[config.mk]
export PLATFORM = sky130hd
export DESIGN_NAME = sector_guard_seq
export DESIGN_NICKNAME = d
export VERILOG_FILES = /design/src/rtl/sps_pkg.sv /design/src/rtl/sps_pulse_timer.sv /design/src/rtl/sps_try_counter.sv /design/src/rtl/sps_sector_walker.sv /design/src/rtl/sector_guard_seq.sv
export SDC_FILE = /design/constraint.sdc
export NUM_CORES = 1
export LEC_CHECK = 0
export ABC_AREA = 1
export BUFFER_PORTS_ARGS = -buffer_cell sky130_fd_sc_hd__buf_2
export CORE_ASPECT_RATIO = 0.75
export CORE_MARGIN = 1.5
export CORE_UTILIZATION = 35
export CTS_CLUSTER_DIAMETER = 50
export CTS_CLUSTER_SIZE = 8
export DETAILED_ROUTE_END_ITERATION = 6
export SYNTH_ARGS = -nofsm -noshare
export SYNTH_HDL_FRONTEND = slang
export SYNTH_HIERARCHICAL = 1
export SYNTH_SLANG_ARGS = --single-unit
export TNS_END_PERCENT = 50
[constraint.sdc]
create_clock -name clk -period 2.9 [get_ports clk]
set_input_delay 0 -clock clk [delete_from_list [all_inputs] [get_ports clk]]
set_output_delay 0 -clock clk [all_outputs]
set_load 0.01 [all_outputs]
[src/rtl/sps_pkg.sv]
package sps_pkg;

   typedef enum logic [2:0] {
      ST_IDLE,
      ST_ARM,
      ST_PULSE,
      ST_VCMD,
      ST_VREAD,
      ST_VCHK,
      ST_END_OK,
      ST_END_BAD
   } seq_state_t;

   typedef enum logic {
      OP_LOCK   = 1'b0,
      OP_UNLOCK = 1'b1
   } seq_op_t;

   localparam logic [7:0] CMD_ARM    = 8'h60;
   localparam logic [7:0] CMD_VERIFY = 8'h40;

endpackage

[src/rtl/sps_pulse_timer.sv]
module sps_pulse_timer #(
   parameter int LOCK_CYC   = 30000,
   parameter int UNLOCK_CYC = 3000000
) (
   input  logic clk,
   input  logic rst_n,
   input  logic load_i,
   input  logic unlock_i,
   output logic run_o,
   output logic expire_o
);
   localparam int MAX_CYC = (LOCK_CYC > UNLOCK_CYC) ? LOCK_CYC : UNLOCK_CYC;
   localparam int CNT_W   = (MAX_CYC < 2) ? 1 : $clog2(MAX_CYC);

   generate
      if (LOCK_CYC < 1 || UNLOCK_CYC < 1) begin : g_bad_len
         $error("pulse lengths must be at least one cycle");
      end
   endgenerate

   logic [CNT_W-1:0] cnt_q;
   logic             run_q;

   always_ff @(posedge clk or negedge rst_n) begin
      if (!rst_n) begin
         cnt_q <= '0;
         run_q <= 1'b0;
      end else if (load_i) begin
         cnt_q <= unlock_i ? CNT_W'(UNLOCK_CYC - 1) : CNT_W'(LOCK_CYC - 1);
         run_q <= 1'b1;
      end else if (run_q) begin
         if (cnt_q == '0) run_q <= 1'b0;
         else             cnt_q <= cnt_q - 1'b1;
      end
   end

   assign run_o    = run_q;
   assign expire_o = run_q && (cnt_q == '0);

   assert_count_range_R3: assert property (@(posedge clk) disable iff (!rst_n)
      run_q |-> (int'(cnt_q) < MAX_CYC));

   assert_load_idle_R3: assert property (@(posedge clk) disable iff (!rst_n)
      load_i |-> !run_q);

endmodule

[src/rtl/sps_try_counter.sv]
module sps_try_counter #(
   parameter int LOCK_LIMIT   = 25,
   parameter int UNLOCK_LIMIT = 1000
) (
   input  logic clk,
   input  logic rst_n,
   input  logic restart_i,
   input  logic bump_i,
   input  logic unlock_i,
   output logic at_limit_o
);
   localparam int MAX_LIM = (LOCK_LIMIT > UNLOCK_LIMIT) ? LOCK_LIMIT : UNLOCK_LIMIT;
   localparam int TRY_W   = $clog2(MAX_LIM + 1);

   generate
      if (LOCK_LIMIT < 1 || UNLOCK_LIMIT < 1) begin : g_bad_lim
         $error("attempt limits must be at least one");
      end
   endgenerate

   logic [TRY_W-1:0] tries_q;

   always_ff @(posedge clk or negedge rst_n) begin
      if (!rst_n)         tries_q <= TRY_W'(1);
      else if (restart_i) tries_q <= TRY_W'(1);
      else if (bump_i)    tries_q <= tries_q + 1'b1;
   end

   assign at_limit_o = unlock_i ? (int'(tries_q) >= UNLOCK_LIMIT)
                                : (int'(tries_q) >= LOCK_LIMIT);

   assert_try_bound_R6: assert property (@(posedge clk) disable iff (!rst_n)
      (tries_q != '0) && (int'(tries_q) <= MAX_LIM));

   assert_no_bump_at_limit_R7: assert property (@(posedge clk) disable iff (!rst_n)
      bump_i |-> !at_limit_o);

endmodule

[src/rtl/sps_sector_walker.sv]
module sps_sector_walker #(
   parameter int NUM_SECT = 16,
   parameter int SECT_W   = $clog2(NUM_SECT)
) (
   input  logic              clk,
   input  logic              rst_n,
   input  logic              load_i,
   input  logic              unlock_i,
   input  logic [SECT_W-1:0] target_i,
   input  logic              advance_i,
   output logic [SECT_W-1:0] cur_o,
   output logic              walking_o,
   output logic              op_unlock_o
);
   import sps_pkg::*;

   localparam logic [SECT_W-1:0] LAST = SECT_W'(NUM_SECT - 1);

   generate
      if (NUM_SECT < 2 || (1 << SECT_W) < NUM_SECT) begin : g_bad_sect
         $error("sector count and address width disagree");
      end
   endgenerate

   logic [SECT_W-1:0] target_q;
   logic [SECT_W-1:0] cur_q;
   logic              walk_q;
   seq_op_t           op_q;

   always_ff @(posedge clk or negedge rst_n) begin
      if (!rst_n) begin
         target_q <= '0;
         cur_q    <= '0;
         walk_q   <= 1'b0;
         op_q     <= OP_LOCK;
      end else if (load_i) begin
         target_q <= target_i;
         op_q     <= unlock_i ? OP_UNLOCK : OP_LOCK;
         walk_q   <= unlock_i;
         cur_q    <= unlock_i ? '0 : target_i;
      end else if (advance_i && walk_q) begin
         if (cur_q == LAST) begin
            walk_q <= 1'b0;
            cur_q  <= target_q;
         end else begin
            cur_q <= cur_q + 1'b1;
         end
      end
   end

   assign cur_o       = cur_q;
   assign walking_o   = walk_q;
   assign op_unlock_o = !walk_q && (op_q == OP_UNLOCK);

   assert_walk_ascends_R8: assert property (@(posedge clk) disable iff (!rst_n)
      (walk_q && $past(walk_q) && !$past(load_i) && (cur_q != $past(cur_q)))
         |-> (cur_q == $past(cur_q) + 1'b1));

   assert_walk_range_R8: assert property (@(posedge clk) disable iff (!rst_n)
      walk_q |-> (int'(cur_q) < NUM_SECT));

endmodule

[src/rtl/sector_guard_seq.sv]
module sector_guard_seq #(
   parameter int NUM_SECT     = 16,
   parameter int SECT_W       = $clog2(NUM_SECT),
   parameter int DATA_W       = 16,
   parameter int CLK_MHZ      = 200,
   parameter int PULSE_DIV    = 1,
   parameter int LOCK_US      = 150,
   parameter int UNLOCK_US    = 15000,
   parameter int LOCK_LIMIT   = 25,
   parameter int UNLOCK_LIMIT = 1000
) (
   input  logic              clk,
   input  logic              rst_n,
   input  logic              start_i,
   input  logic              unlock_i,
   input  logic [SECT_W-1:0] sector_i,
   output logic              busy_o,
   output logic              done_o,
   output logic              fail_o,
   output logic              hv_en_o,
   output logic [SECT_W:0]   bus_addr_o,
   output logic [DATA_W-1:0] bus_wdata_o,
   output logic              bus_wr_o,
   output logic              bus_rd_o,
   input  logic [DATA_W-1:0] bus_rdata_i
);
   import sps_pkg::*;

   localparam int LOCK_RAW   = (LOCK_US * CLK_MHZ) / PULSE_DIV;
   localparam int UNLOCK_RAW = (UNLOCK_US * CLK_MHZ) / PULSE_DIV;
   localparam int LOCK_CYC   = (LOCK_RAW < 1) ? 1 : LOCK_RAW;
   localparam int UNLOCK_CYC = (UNLOCK_RAW < 1) ? 1 : UNLOCK_RAW;

   generate
      if (DATA_W < 8) begin : g_bad_data
         $error("data width must hold an 8-bit command");
      end
      if (PULSE_DIV < 1 || CLK_MHZ < 1) begin : g_bad_clk
         $error("clock scaling must be positive");
      end
   endgenerate

   seq_state_t        state_q, state_d;
   logic [SECT_W-1:0] cur_sect;
   logic              walking;
   logic              op_unlock;
   logic              pulse_run;
   logic              pulse_end;
   logic              at_limit;
   logic              verify_ok;
   logic              accept;
   logic              walk_step;
   logic              try_restart;
   logic              try_bump;

   assign accept    = (state_q == ST_IDLE) && start_i;
   assign verify_ok = op_unlock ? !bus_rdata_i[0] : bus_rdata_i[0];
   assign walk_step = (state_q == ST_VCHK) && verify_ok && walking;
   assign try_restart = accept || walk_step;
   assign try_bump  = (state_q == ST_VCHK) && !verify_ok && !at_limit;

   sps_sector_walker #(
      .NUM_SECT (NUM_SECT),
      .SECT_W   (SECT_W)
   ) u_walker (
      .clk         (clk),
      .rst_n       (rst_n),
      .load_i      (accept),
      .unlock_i    (unlock_i),
      .target_i    (sector_i),
      .advance_i   (walk_step),
      .cur_o       (cur_sect),
      .walking_o   (walking),
      .op_unlock_o (op_unlock)
   );

   sps_pulse_timer #(
      .LOCK_CYC   (LOCK_CYC),
      .UNLOCK_CYC (UNLOCK_CYC)
   ) u_timer (
      .clk      (clk),
      .rst_n    (rst_n),
      .load_i   (state_q == ST_ARM),
      .unlock_i (op_unlock),
      .run_o    (pulse_run),
      .expire_o (pulse_end)
   );

   sps_try_counter #(
      .LOCK_LIMIT   (LOCK_LIMIT),
      .UNLOCK_LIMIT (UNLOCK_LIMIT)
   ) u_tries (
      .clk        (clk),
      .rst_n      (rst_n),
      .restart_i  (try_restart),
      .bump_i     (try_bump),
      .unlock_i   (op_unlock),
      .at_limit_o (at_limit)
   );

   always_comb begin
      state_d = state_q;
      unique case (state_q)
         ST_IDLE:    if (start_i) state_d = ST_ARM;
         ST_ARM:     state_d = ST_PULSE;
         ST_PULSE:   if (pulse_end) state_d = ST_VCMD;
         ST_VCMD:    state_d = ST_VREAD;
         ST_VREAD:   state_d = ST_VCHK;
         ST_VCHK: begin
            if (verify_ok)     state_d = walking ? ST_ARM : ST_END_OK;
            else if (at_limit) state_d = ST_END_BAD;
            else               state_d = ST_ARM;
         end
         ST_END_OK:  state_d = ST_IDLE;
         ST_END_BAD: state_d = ST_IDLE;
         default:    state_d = ST_IDLE;
      endcase
   end

   always_ff @(posedge clk or negedge rst_n) begin
      if (!rst_n) state_q <= ST_IDLE;
      else        state_q <= state_d;
   end

   assign busy_o      = (state_q != ST_IDLE);
   assign done_o      = (state_q == ST_END_OK);
   assign fail_o      = (state_q == ST_END_BAD);
   assign hv_en_o     = (state_q == ST_ARM) || (state_q == ST_PULSE) ||
                        (state_q == ST_VCMD) || (state_q == ST_VREAD) ||
                        (state_q == ST_VCHK);
   assign bus_addr_o  = {cur_sect, op_unlock};
   assign bus_wdata_o = DATA_W'((state_q == ST_ARM) ? CMD_ARM : CMD_VERIFY);
   assign bus_wr_o    = (state_q == ST_ARM) || (state_q == ST_VCMD);
   assign bus_rd_o    = (state_q == ST_VREAD);

   assert_single_result_R10: assert property (@(posedge clk) disable iff (!rst_n)
      $onehot0({done_o, fail_o}));

   assert_busy_holds_R10: assert property (@(posedge clk) disable iff (!rst_n)
      (busy_o && !done_o && !fail_o) |=> busy_o);

   assert_result_ends_busy_R10: assert property (@(posedge clk) disable iff (!rst_n)
      (done_o || fail_o) |=> !busy_o);

   assert_hv_on_strobe_R9: assert property (@(posedge clk) disable iff (!rst_n)
      (bus_wr_o || bus_rd_o) |-> hv_en_o);

   assert_quiet_pulse_R3: assert property (@(posedge clk) disable iff (!rst_n)
      pulse_run |-> (!bus_wr_o && !bus_rd_o && hv_en_o));

   assert_read_follows_verify_R4: assert property (@(posedge clk) disable iff (!rst_n)
      $rose(bus_rd_o) |-> ($past(bus_wr_o) && $stable(bus_addr_o)));

endmodule

# [Word-level counts from Yosys, hierarchy flattened]
# Cells that the tools add are included.
[word_totals] regBits=46 in_bits=24 out_inout_bits=27 elab_cells=79
[op_classes] addsub=3 order_cmp=2 eq_ne=11 n_mux=26 n_reduce_logical=29
[op_table] operator="2-to-1 mux 22 bit" count=4
[op_table] operator="zero test 22 bit" count=1
[op_table] operator="subtractor 22 x 1 -> 22 bit (second input constant)" count=1
[op_table] operator="one-hot mux 3 bit (7 select lines)" count=1
[op_table] operator="2-to-1 mux 10 bit" count=2
[op_table] operator="2-to-1 mux 4 bit" count=4
[op_table] operator="2-to-1 mux 3 bit" count=5
[op_table] operator="equality test 3 bit (second input constant)" count=4
[op_table] operator="adder 10 x 1 -> 10 bit (second input constant)" count=1
[op_table] operator=">= comparator 10 bit (second input constant)" count=1
[op_table] operator=">= comparator 10 x 5 -> 1 bit (second input constant)" count=1
[op_table] operator="2-to-1 mux 1 bit" count=9
[op_table] operator="logical AND 1 bit" count=8
[op_table] operator="nonzero test 2 bit" count=4
[op_table] operator="equality test 3 x 2 -> 1 bit (second input constant)" count=2
[op_table] operator="logical OR 1 bit" count=6
[op_table] operator="2-to-1 mux 6 bit" count=1
[op_table] operator="AND reduction 2 bit" count=3
[op_table] operator="adder 4 x 1 -> 4 bit (second input constant)" count=1
[op_table] operator="equality test 4 bit (second input constant)" count=1
[op_table] operator="zero test 1 bit" count=4
[op_table] operator="!= test 2 bit (second input constant)" count=2
[op_table] operator="equality test 3 x 1 -> 1 bit (second input constant)" count=1
[op_table] operator="zero test 3 bit" count=1
[op_table] operator="other kinds (3)" count=3

# [Depth between registers and ports, before layout]
# Gate-level depths: netlist (run 1).
[logic_depth] word_depth=8 mapped_depth=16 ltp_nobuf=16

# [Hierarchy]
# The synthesis (run 1) kept the hierarchy.
[by_module_without_submodules] module="sps_pulse_timer" instances=1 cells_per_inst=231 area_each_um2=1592.8 seq_area_each_um2=575.6
[by_module_without_submodules] module="sps_try_counter" instances=1 cells_per_inst=87 area_each_um2=628.1 seq_area_each_um2=251.5
[by_module_without_submodules] module="sps_sector_walker" instances=1 cells_per_inst=68 area_each_um2=531.8 seq_area_each_um2=250.2
[by_module_without_submodules] module="sector_guard_seq" instances=1 cells_per_inst=64 area_each_um2=399.1 seq_area_each_um2=75.1

# [Worst setup path after synthesis (run 1)]
# No wires, ideal clock.
[synth_timing] kind="register to register" startpoint="register u_tries.tries_q[1]" endpoint="register u_tries.tries_q[7]" t_arrival_ps=1897 required_time_ps=2783 setup_slack_ps=885 stages_incl_launch_ff=15 period_less_slack_ps=2015 path_cell_list="dfrtp_1 -> inv_1 -> ha_1 -> nor2_1 -> nand2_1 -> nand2_1 -> nand4_1 -> nand2_1 -> inv_1 -> nor3_1 -> nor2_1 -> nor2_4 -> nand2_1 -> o21ai_1 -> nor2_1"
[synth_via] elab_chain_cells=5
[synth_rtl] element="start: declaration" line_no="sps_try_counter.sv:21" source="logic [TRY_W-1:0] tries_q;"
[synth_rtl] element="start signal: assignment" line_no="sps_try_counter.sv:26" source="else if (bump_i) tries_q <= tries_q + 1'b1;"
[synth_rtl] element=">= comparator 10 x 5 -> 1 bit or >= comparator 10 bit (tied branches)" line_no="sps_try_counter.sv:30, sps_try_counter.sv:29"
[synth_rtl] element="2-to-1 mux 1 bit (*)" line_no="sps_try_counter.sv:29" source="assign at_limit_o = unlock_i ? (int'(tries_q) >= UNLOCK_LIMIT)"
[synth_rtl] element="net at_limit" line_no="sector_guard_seq.sv:49" source="logic at_limit;"
[synth_rtl] element="zero test 1 bit (*)" line_no="sector_guard_seq.sv:60" source="assign try_bump = (state_q == ST_VCHK) && !verify_ok && !at_limit;"
[synth_rtl] element="logical AND 1 bit (*)" line_no="sector_guard_seq.sv:60"
[synth_rtl] element="net try_bump" line_no="sector_guard_seq.sv:54" source="logic try_bump;"
[synth_rtl] element="nonzero test 2 bit (no line) (*)"
# The timed path passes the listed nets; every way through them passes the cells marked *. The select of a mux whose other input is x is not followed.
# A chain may end at the register's enable or synchronous reset.

# [Worst setup path after layout (run 1)]
[layout_timing] startpoint="register u_tries.tries_q[1]" endpoint="register u_tries.tries_q[6]"
# The elaborated chain is that of the path after synthesis.

==> results of run 1 <==
registers in the layout, indices dropped and copies added (netlist names):
signal,flops
u_walker/op_q,1
u_walker/cur_o,4
u_timer/cnt_q,22
u_timer/run_o,1
u_walker/walking_o,1
u_walker/target_q,4
u_tries/tries_q,10
state_q,3
stage by stage:
step	worst slack (ps)	std cells	instance area, um2	utilization (%)	hold slack (ps)
global route	146	585	3500	40.7	23.1
global placement	578	572	3280	38.2	87.6
CTS	476	585	3500	40.7	16.0
floorplan	885	463	3200	-	-296
detailed placement	504	572	3280	38.2	99.5
finish	524	585	3500	40.7	19.4
metal layers:
layer	up-vias	share of wire [%]	track usage, %
li1	1458	-	-
met4	0	0.25	2.42
met3	2	4.9	2.79
met5	-	0	0
met2	51	41	21.6
met1	1274	54	24.3
report_power, final:
| group | total, mW | switching [mW] | internal, mW |
|---|---|---|---|
| Sequential | 1.08 | 0.232 | 0.850 |
| Clock | 0.612 | 0.243 | 0.368 |
| Combinational | 1.27 | 0.818 | 0.448 |
worst register-to-register path: cells and delay by family, from the launching register on:
family / cells / cell delay [ps]
AND/OR/NAND/NOR: 12 / 1470
adder cells (fa/ha/maj): 1 / 180
flip-flops: 1 / 380
buffers and inverters: 3 / 220
placed cells by master, fill, tap and decap left out, types with 5 or more instances in the layout:
cell           count
a21oi_1            9
buf_2             20
clkbuf_16          5
conb_1            15
dfrtp_1           45
dlygate4sd3_1      5
ha_1               6
inv_1             51
inv_2              6
nand2_1          130
nand3_1           41
nand4_1           14
nor2_1            52
nor2_2            11
nor3_1             5
o21ai_0           13
o21ai_1            6
o21ai_2            6
cell type report:
type | instances | area, um2
Inverter | 59 | 225
Tap cell | 108 | 135
Clock inverter | 1 | 8.76
Sequential cell | 46 | 1150
Clock buffer | 7 | 153
Fill cell | 869 | 5100
Multi-Input combinational cell | 337 | 1660
Timing Repair Buffer | 27 | 165
cell families (layout without fill, tap and decap cells):
group                      Yosys count  count (layout)
AOI/OAI and AO/OA                   43              43
xor gates and xnor gates             4               4
adders and majority gates            6               6
buffers and inverters               80              94
DFF                                 46              46
other                                2              15
and+or+nand+nor                    269             269
worst paths after layout:
check	start	to	slack [ps]
min in group asynchronous	rst_n	u_timer/cnt_q[11]$_DFFE_PN0P_	300
worst min-delay path	unlock_i	u_walker/walking_o$_DFFE_PN0P_	20
worst min register to register	u_walker/target_q[3]$_DFFE_PN0P_	u_walker/target_q[3]$_DFFE_PN0P_	480
worst max register to register	u_tries/tries_q[1]$_DFFE_PN0P_	u_tries/tries_q[6]$_DFFE_PN0P_	520
max in group asynchronous	rst_n	u_tries/tries_q[0]$_DFFE_PN1P_	1830
worst max-delay path	u_tries/tries_q[1]$_DFFE_PN0P_	u_tries/tries_q[6]$_DFFE_PN0P_	520
what timing repair did:
item / 4_1_cts / 5_1_grt
endpoints found under the hold margin: 33 / 0
resized for setup: 0 / 0
hold buffers: 5 / 0
==> flow_summary.json, run 1 <==
{
  "cp-end-kind": "flop",
  "setup_tns_ps": 0,
  "ff2ff_path_depth": 16,
  "rsz0062_at_grt": "no",
  "cp_common_cell": "nand2_1",
  "htree_num_levels": 2,
  "nets": 506,
  "synth_edf_count": 0,
  "power.density_nw_per_um2": 847,
  "clkLatencyLatePin_ps": 280,
  "via_count": 2785,
  "cp_num_buf_inv": 3,
  "post-synth-top-count-cell": "nand2_1",
  "worst-setup-path-type": "reg -> reg",
  "total_power_mw": 2.96,
  "synth_compound_area_share_pct": 8.42,
  "crit_chain": "inv_1, ha_1, nor2_1, nand2_1, nand2_1, nand4_1, nand2_1, inv_1, nor3_1, inv_1, nand2_1, nand3_1, nor2_1, nand2_1, nand2_1, nor2_1",
  "synth_top_cell_area_share_pct": 35.7,
  "ios": 51,
  "drive_gt1_share_pct": 14.7,
  "violations": "design-rule violations",
  "grt_pass1_vias": 2480,
  "required_ps": 3070,
  "first_pass_iters": 7,
  "grt_overflow_total": 0,
  "cts_tree": "done",
  "drtIter0Drc": 183,
  "synth_top_family_by_area": "simple AND/OR/NAND/NOR gates",
  "hold_path_class": "in -> reg",
  "synth_area_leader_cell": "dfrtp_1",
  "synth_mux_area_share_pct": 0,
  "fp.dieH_um": 85.2,
  "syn_avg_cell_area_um2": 7.00,
  "cp.depth": 16,
  "startpoint_type": "flop",
  "row_count": 29,
  "drv_slew": 0,
  "cp_top_family": "simple AND/OR/NAND/NOR gates",
  "setup_viol": 0,
  "wl_per_cell_um": 12.1,
  "synth_cell_types": 41,
  "synth.area.top_cells": "dfrtp_1, nand2_1, nand3_1",
  "syn_inst": 450,
  "peakVddDrop_mv": 0.508,
  "post_drt_via_cell_ratio": 4.76,
  "crit_fanout": 6,
  "grt_pass1_wl_um": 12000,
  "slowest_delay_ps": 500,
  "worst_pin_slew_ps": 683,
  "ys_seq_area_share_pct": 36.6,
  "cellLeakagePower_nw": 1.79,
  "drt-total-wl_um": 7080,
  "yosys.area_share.adder_pct": 2.38,
  "numClockSinks": 46,
  "ys.flop_type": "dfrtp_1",
  "syn-cell-area_um2": 3150,
  "postCtsSetupBuffers": 0,
  "grt_max_degree": 31,
  "synth-xor-area-share_pct": 1.11,
  "crit_arrival_ps": 2550,
  "gp_congestion": 0.860,
  "n_antenna_cell": 0,
  "finClkSkew_ps": 9.63,
  "status": "finished with violations",
  "antenna_found_initial": 0,
  "relSlewSlack_pct": 54.4,
  "track_usage_pct": 15.2,
  "synth.yosys.warnings": 6,
  "worstHoldPathCells": 3,
  "port-buffer-count": 20,
  "cts_buffers": 5,
  "die_area_um2": 9590,
  "core_area_um2": 8600,
  "fin_crit_sh_pct": 81.9,
  "root_buffer": "clkbuf_16",
  "cts_buffer_depth": 2,
  "ant_nets": 0,
  "ys_async_sr_fraction_pct": 100,
  "dieWidth_um": 113,
  "start_util_pct": 36.7,
  "areaGrowthSynthToFinish_pct": 10.9,
  "period_needed_ps": 2380,
  "final_hold_viol_count": 0,
  "crit_slowest_cell": "nor3_1",
  "yosys_register_bits": 46,
  "cts.clk_slew.worst_paths_ps": 70,
  "synth-simple-area-share_pct": 38.9,
  "drv_cap": 0,
  "place_hpwl_um": 5110,
  "drc": 1,
  "ys_top_cells_by_count": "nand2_1, nor2_1, inv_1",
  "fmax_ghz": 0.421
}
Note: power is estimated with default switching activity, not from simulation.
==> inputs of run 2 (changes only) <==
--- a/config.mk
+++ b/config.mk
@@ -5,7 +5,7 @@
 export SDC_FILE = /design/constraint.sdc
 export NUM_CORES = 1
 export LEC_CHECK = 0
-export ABC_AREA = 1
+export ABC_AREA = 0
 export BUFFER_PORTS_ARGS = -buffer_cell sky130_fd_sc_hd__buf_2
 export CORE_ASPECT_RATIO = 0.75
 export CORE_MARGIN = 1.5
==> constraint.sdc (replaced) <==
create_clock -name clk -period 2.1 [get_ports clk]
set_input_delay 0 -clock clk [delete_from_list [all_inputs] [get_ports clk]]
set_output_delay 0 -clock clk [all_outputs]
set_load 0.01 [all_outputs]
==> run 2 against run 1 <==
Net effect:
- the flow finishes with violations (negative setup slack)
- clock skew rose by 1.4 ps
- non-clock buffer count rose by 50
- synthesized cell count fell by 32%
- power rose by 32%
- worst hold slack improved by 50 ps
- via count fell by 12%
- count of clock-buffer cells in the layout fell by 1
- first-iteration DRC count fell by 29%
- critical path depth fell by 9
- utilization rose by 4.1 points
- sequential power rose by 42%
- routed wire length fell by 9.8%
- highest routed layer unchanged
==> flow_summary.json, run 2 <==
{
  "setup_viol": 5,
  "crit_arrival_ps": 2530,
  "ys_async_sr_fraction_pct": 100,
  "core_area_um2": 7920,
  "drtIter0Drc": 130,
  "clkLatencyLatePin_ps": 300,
  "antenna_found_initial": 0,
  "cellLeakagePower_nw": 1.53,
  "fin_ws_ps": -200,
  "htree_num_levels": 2,
  "drt-total-wl_um": 6390,
  "synth_top_cell_area_share_pct": 39.2,
  "post_drt_via_cell_ratio": 5.07,
  "ys.flop_type": "dfrtp_1",
  "grt_max_degree": 22,
  "finClkSkew_ps": 11.1,
  "fmax_ghz": 0.435,
  "peakVddDrop_mv": 0.473,
  "grt_pass1_wl_um": 10700,
  "drc": 0,
  "rsz0062_at_grt": "yes",
  "via_count": 2441,
  "period_needed_ps": 2300,
  "areaGrowthSynthToFinish_pct": 23.4,
  "port-buffer-count": 20,
  "hold_path_class": "in -> reg",
  "post-synth-top-count-cell": "dfrtp_1",
  "wl_per_cell_um": 13.3,
  "design_area_um2": 3540,
  "cts_tree": "done",
  "syn-cell-area_um2": 2870,
  "row_count": 28,
  "ant_nets": 0,
  "syn_avg_cell_area_um2": 9.32,
  "largest_reg_flops": 22,
  "drv_cap": 0,
  "cp-end-kind": "flop",
  "ys_top_cells_by_count": "dfrtp_1, nand2_1, nor2_1",
  "status": "finished with violations",
  "first_pass_iters": 4,
  "top_regs": "u_timer/cnt_q x22, u_tries/tries_q x10",
  "cts_buffers": 5,
  "synth_cell_types": 64,
  "required_ps": 2330,
  "startpoint_type": "flop",
  "yosys_register_bits": 46,
  "fin_crit_sh_pct": 110,
  "placed_area_um2": 3260,
  "gp_congestion": 0.821,
  "synth_area_leader_cell": "dfrtp_1",
  "drv_slew": 0,
  "start_util_pct": 36.3,
  "synth.yosys.warnings": 6,
  "grt_pass1_vias": 2234,
  "final_common_cell": "buf_4",
  "n_antenna_cell": 0,
  "power.density_nw_per_um2": 1110,
  "cts_buffer_depth": 2,
  "dieWidth_um": 108,
  "drive_gt1_share_pct": 28.2,
  "layout_common_cells": "buf_4, dfrtp_1, nand2_1",
  "violations": "negative setup slack",
  "place_hpwl_um": 4570,
  "nets": 405,
  "root_buffer": "clkbuf_8",
  "worst-setup-path-type": "reg -> reg",
  "grt_overflow_total": 0,
  "syn_inst": 308,
  "die_area_um2": 8760,
  "pre_cts_ws_ps": -282,
  "ys_seq_area_share_pct": 40.1,
  "numClockSinks": 46,
  "final_hold_viol_count": 0,
  "cts.clk_slew.worst_paths_ps": 90,
  "synth_edf_count": 0,
  "crit_fanout": 3,
  "synth.area.top_cells": "dfrtp_1, buf_4, xor2_1",
  "track_usage_pct": 15.3,
  "ios": 51,
  "largest_register": "u_timer/cnt_q",
  "fp.dieH_um": 81.4,
  "setup_tns_ps": -703
}
-- run 2: layout make-up --
| type | instances | area [um2] |
|---|---|---|
| Fill cell | 784 | 4380 |
| Timing Repair Buffer | 77 | 551 |
| Clock buffer | 6 | 82.6 |
| Multi-Input combinational cell | 232 | 1560 |
| Inverter | 13 | 48.8 |
| Tap cell | 105 | 131 |
| Clock inverter | 2 | 12.5 |
| Sequential cell | 46 | 1150 |
-- run 2: metrics by stage --
| stage | total power [mW] | hold slack (ps) | util (%) | instances |
|---|---|---|---|---|
| detailed placement | 3.21 | -14.6 | 41.2 | 460 |
| global route | 4.25 | 91.2 | 44.7 | 481 |
| finish | 3.92 | 69.7 | 44.7 | 481 |
| global placement | 3.17 | -8.09 | 41.2 | 460 |
| CTS | 3.82 | 63.6 | 43.3 | 475 |
| floorplan | 2.66 | -296 | - | 321 |
-- run 2: timing repair --
item / 4_1_cts / 5_1_grt
setup endpoints to repair: 7 / 14
setup buffers: 1 / 6
pin swaps: 2 / 8
hold endpoints to repair: 24 / 0
resized for setup: 2 / 15
hold buffers: 6 / 0
-- run 2: critical path: stages, from the launching register on --
cell and delay [ps]:
dfrtp_1 380, or4_1 520, o31a_1 280, nor3_2 140
buf_4 160, o211ai_1 130, or4_1 480, a21oi_1 130
-- run 2: where the power goes --
group	internal, mW	switching (mW)
Combinational	0.885	0.926
Clock	0.265	0.308
Sequential	1.19	0.345
Total	2.34	1.58
-- run 2: cell families after synthesis --
logic type | count (synthesis) | synth area share (%)
AND/OR/NAND/NOR | 117 | 22.5
AO/OA/AOI/OAI | 66 | 15.7
flip-flops | 46 | 40.1
buffers and inverters | 43 | 9.37
XOR/XNOR | 20 | 6.36
multiplexers | 8 | 2.96
adder cells (fa/ha/maj) | 6 | 2.62
other | 2 | 0.262
-- run 2: layer usage --
layer	wire length [um]	global-route usage, %
met3	231	2.14
met4	71	4.74
met2	2730	22.6
met1	3350	23.1
met5	0	0
-- run 2: worst paths after layout --
kind	startpoint	endpoint	slack [ps]	depth (start not counted)
worst max-delay path	u_tries/tries_q[5]$_DFFE_PN0P_	u_tries/tries_q[8]$_DFFE_PN0P_	-200	7
max in group asynchronous	rst_n	u_tries/tries_q[0]$_DFFE_PN1P_	1290	3
min in group asynchronous	rst_n	u_timer/cnt_q[16]$_DFFE_PN0P_	170	2
worst min register to register	u_walker/op_q$_DFFE_PN0P_	u_walker/op_q$_DFFE_PN0P_	490	1
worst min-delay path	start_i	state_q[0]$_DFFE_PN0P_	70	3
worst max register to register	u_tries/tries_q[5]$_DFFE_PN0P_	u_tries/tries_q[8]$_DFFE_PN0P_	-200	7
==> inputs of run 3 (changes only) <==
--- a/config.mk
+++ b/config.mk
@@ -6,7 +6,7 @@
 export NUM_CORES = 1
 export LEC_CHECK = 0
 export ABC_AREA = 0
-export BUFFER_PORTS_ARGS = -buffer_cell sky130_fd_sc_hd__buf_2
+export BUFFER_PORTS_ARGS = -buffer_cell sky130_fd_sc_hd__clkbuf_2
 export CORE_ASPECT_RATIO = 0.75
 export CORE_MARGIN = 1.5
 export CORE_UTILIZATION = 35
==> run 3 against run 2 <==
Net effect:
- the run still ends with negative setup slack left
- die area stayed put
- critical path depth stayed put
- global-route usage is 0.35 points lower
- first-iteration DRC count is 0.77% lower
- clock skew is 7.9 ps lower
- fmax is 4.3% lower
- cell count stayed put
- clock power is 1% lower
- combinational power is 6% lower
- largest cell class unchanged
- highest routed layer unchanged
==> flow_summary.json, run 3 (same netlist as run 2, synthesis figures left out) <==
{
  "power.density_nw_per_um2": 1090,
  "wl_per_cell_um": 13.3,
  "fp.dieH_um": 81.4,
  "top_regs": "u_timer/cnt_q x22, u_tries/tries_q x10",
  "antenna_found_initial": 0,
  "n_antenna_cell": 0,
  "hold_path_class": "in -> reg",
  "startpoint_type": "flop",
  "crit_arrival_ps": 2630,
  "top_layer_used": "met4",
  "fin_ws_ps": -302,
  "crit_slowest_cell": "or4_4",
  "via_count": 2425,
  "cp-end-kind": "flop",
  "worst_hold_slack_ps": 83.9,
  "nets": 405,
  "ant_nets": 0,
  "final_hold_viol_count": 0,
  "port-buffer-count": 20,
  "cellLeakagePower_nw": 1.52,
  "place_hpwl_um": 4670,
  "crit_chain": "or4_4, o31a_1, nor3_2, buf_4, o211ai_1, or4_1, a21oi_2",
  "cts_buffers": 5,
  "start_util_pct": 36.3,
  "setup_tns_ps": -1300,
  "violations": "negative setup slack",
  "wl_met2_um": 2730,
  "pre_cts_ws_ps": -337,
  "drtIter0Drc": 129,
  "largest_register": "u_timer/cnt_q",
  "gp_congestion": 0.830,
  "drt-met1-wl_um": 3350,
  "grt_pass1_vias": 2198,
  "drive_gt1_share_pct": 26.9,
  "drc": 0,
  "fmax_ghz": 0.416,
  "grt_max_degree": 20,
  "finClkSkew_ps": 3.13,
  "htree_num_levels": 2,
  "cts_tree": "done",
  "post_drt_via_cell_ratio": 5.04,
  "worstHoldPathCells": 3,
  "setup_viol": 8,
  "root_buffer": "clkbuf_8",
  "cts.clk_slew.worst_paths_ps": 90,
  "final_common_cell": "buf_4",
  "die_area_um2": 8760,
  "clkLatencyLatePin_ps": 290,
  "grt_pass1_wl_um": 10400,
  "worst-setup-path-type": "reg -> reg",
  "ff2ff_path_depth": 7,
  "cp_top_family": "simple AND/OR/NAND/NOR gates",
  "fin_crit_sh_pct": 114,
  "first_pass_iters": 4,
  "drv_cap": 0,
  "numClockSinks": 46,
  "required_ps": 2330,
  "slowest_delay_ps": 530,
  "crit_fanout": 3,
  "areaGrowthSynthToFinish_pct": 21.9,
  "ios": 51,
  "core_area_um2": 7920,
  "cp_num_buf_inv": 1,
  "drt-total-wl_um": 6390,
  "largest_reg_flops": 22,
  "rsz0062_at_grt": "yes",
  "peakVddDrop_mv": 0.494,
  "status": "finished with violations",
  "grt_overflow_total": 0,
  "dieWidth_um": 108,
  "row_count": 28,
  "cts_buffer_depth": 2,
  "period_needed_ps": 2400,
  "drv_slew": 0,
  "wl_met3_um": 260,
  "fillerInstances": 790,
  "track_usage_pct": 15.0,
  "layout_common_cells": "buf_4, dfrtp_1, nand2_1",
  "cp.depth": 7
}
-- run 3: changes by cell type in the layout (fill, tap and decap cells not counted), sizes merged --
cell,change
buf,-20
clkinvlp,-1
clkbuf,+21
-- run 3: report_power, final --
group / switching (mW) / internal, mW
Combinational: 0.891 / 0.822
Sequential: 0.334 / 1.19
Clock: 0.300 / 0.266
Total: 1.53 / 2.28
-- run 3: metrics by stage --
stage | cell area (um2) | cells | util (%) | power [mW]
final | 3500 | 481 | 44.2 | 3.80
after global routing | 3500 | 481 | 44.2 | 4.13
after CTS | 3460 | 479 | 43.7 | 3.82
after detailed placement | 3270 | 461 | 41.3 | 3.22
after global placement | 3270 | 461 | 41.3 | 3.17
after floorplan | 2920 | 321 | - | 2.66
-- run 3: routing by layer --
metal | GRT usage, % | vias to the layer above
met4 | 4.34 | 0
li1 | - | 1222
met1 | 22.1 | 1148
met3 | 2.62 | 4
met5 | 0 | -
met2 | 22.5 | 51
-- run 3: worst reg2reg max path: stages, from the launching register on --
cell      delay [ps]
dfrtp_1          390
or4_4            540
o31a_1           290
nor3_2           210
buf_4            160
o211ai_1         120
or4_1            510
a21oi_2          130
-- run 3: path summary, 6_finish.rpt --
kind / slack (ps) / to / startpoint
min reg2reg: 500 / u_walker/op_q$_DFFE_PN0P_ / u_walker/op_q$_DFFE_PN0P_
min in group asynchronous: 200 / u_timer/cnt_q[8]$_DFFE_PN0P_ / rst_n
min: 80 / state_q[0]$_DFFE_PN0P_ / start_i
max: -300 / u_tries/tries_q[8]$_DFFE_PN0P_ / u_tries/tries_q[6]$_DFFE_PN0P_
max reg2reg: -300 / u_tries/tries_q[8]$_DFFE_PN0P_ / u_tries/tries_q[6]$_DFFE_PN0P_
max in group asynchronous: 1320 / u_timer/cnt_q[7]$_DFFE_PN0P_ / rst_n
-- run 3: final cells by class --
type                            instances  area [um2]  area share, %
Clock buffer                            7        86.3           2.47
Inverter                               13        48.8           1.39
Timing Repair Buffer                   77         547           15.6
Tap cell                              105         131           3.76
Sequential cell                        46        1150           32.9
Clock inverter                          1        5.00          0.143
Multi-Input combinational cell        232        1530           43.7
-- run 3: timing repair --
| action | 4_1_cts | 5_1_grt |
|---|---|---|
| endpoints found under the hold margin | 21 | 0 |
| resized for setup | 2 | 8 |
| hold buffers | 6 | 0 |
| setup endpoints to repair | 7 | 13 |
| buffers inserted | 4 | 2 |
| pin swaps | 6 | 3 |
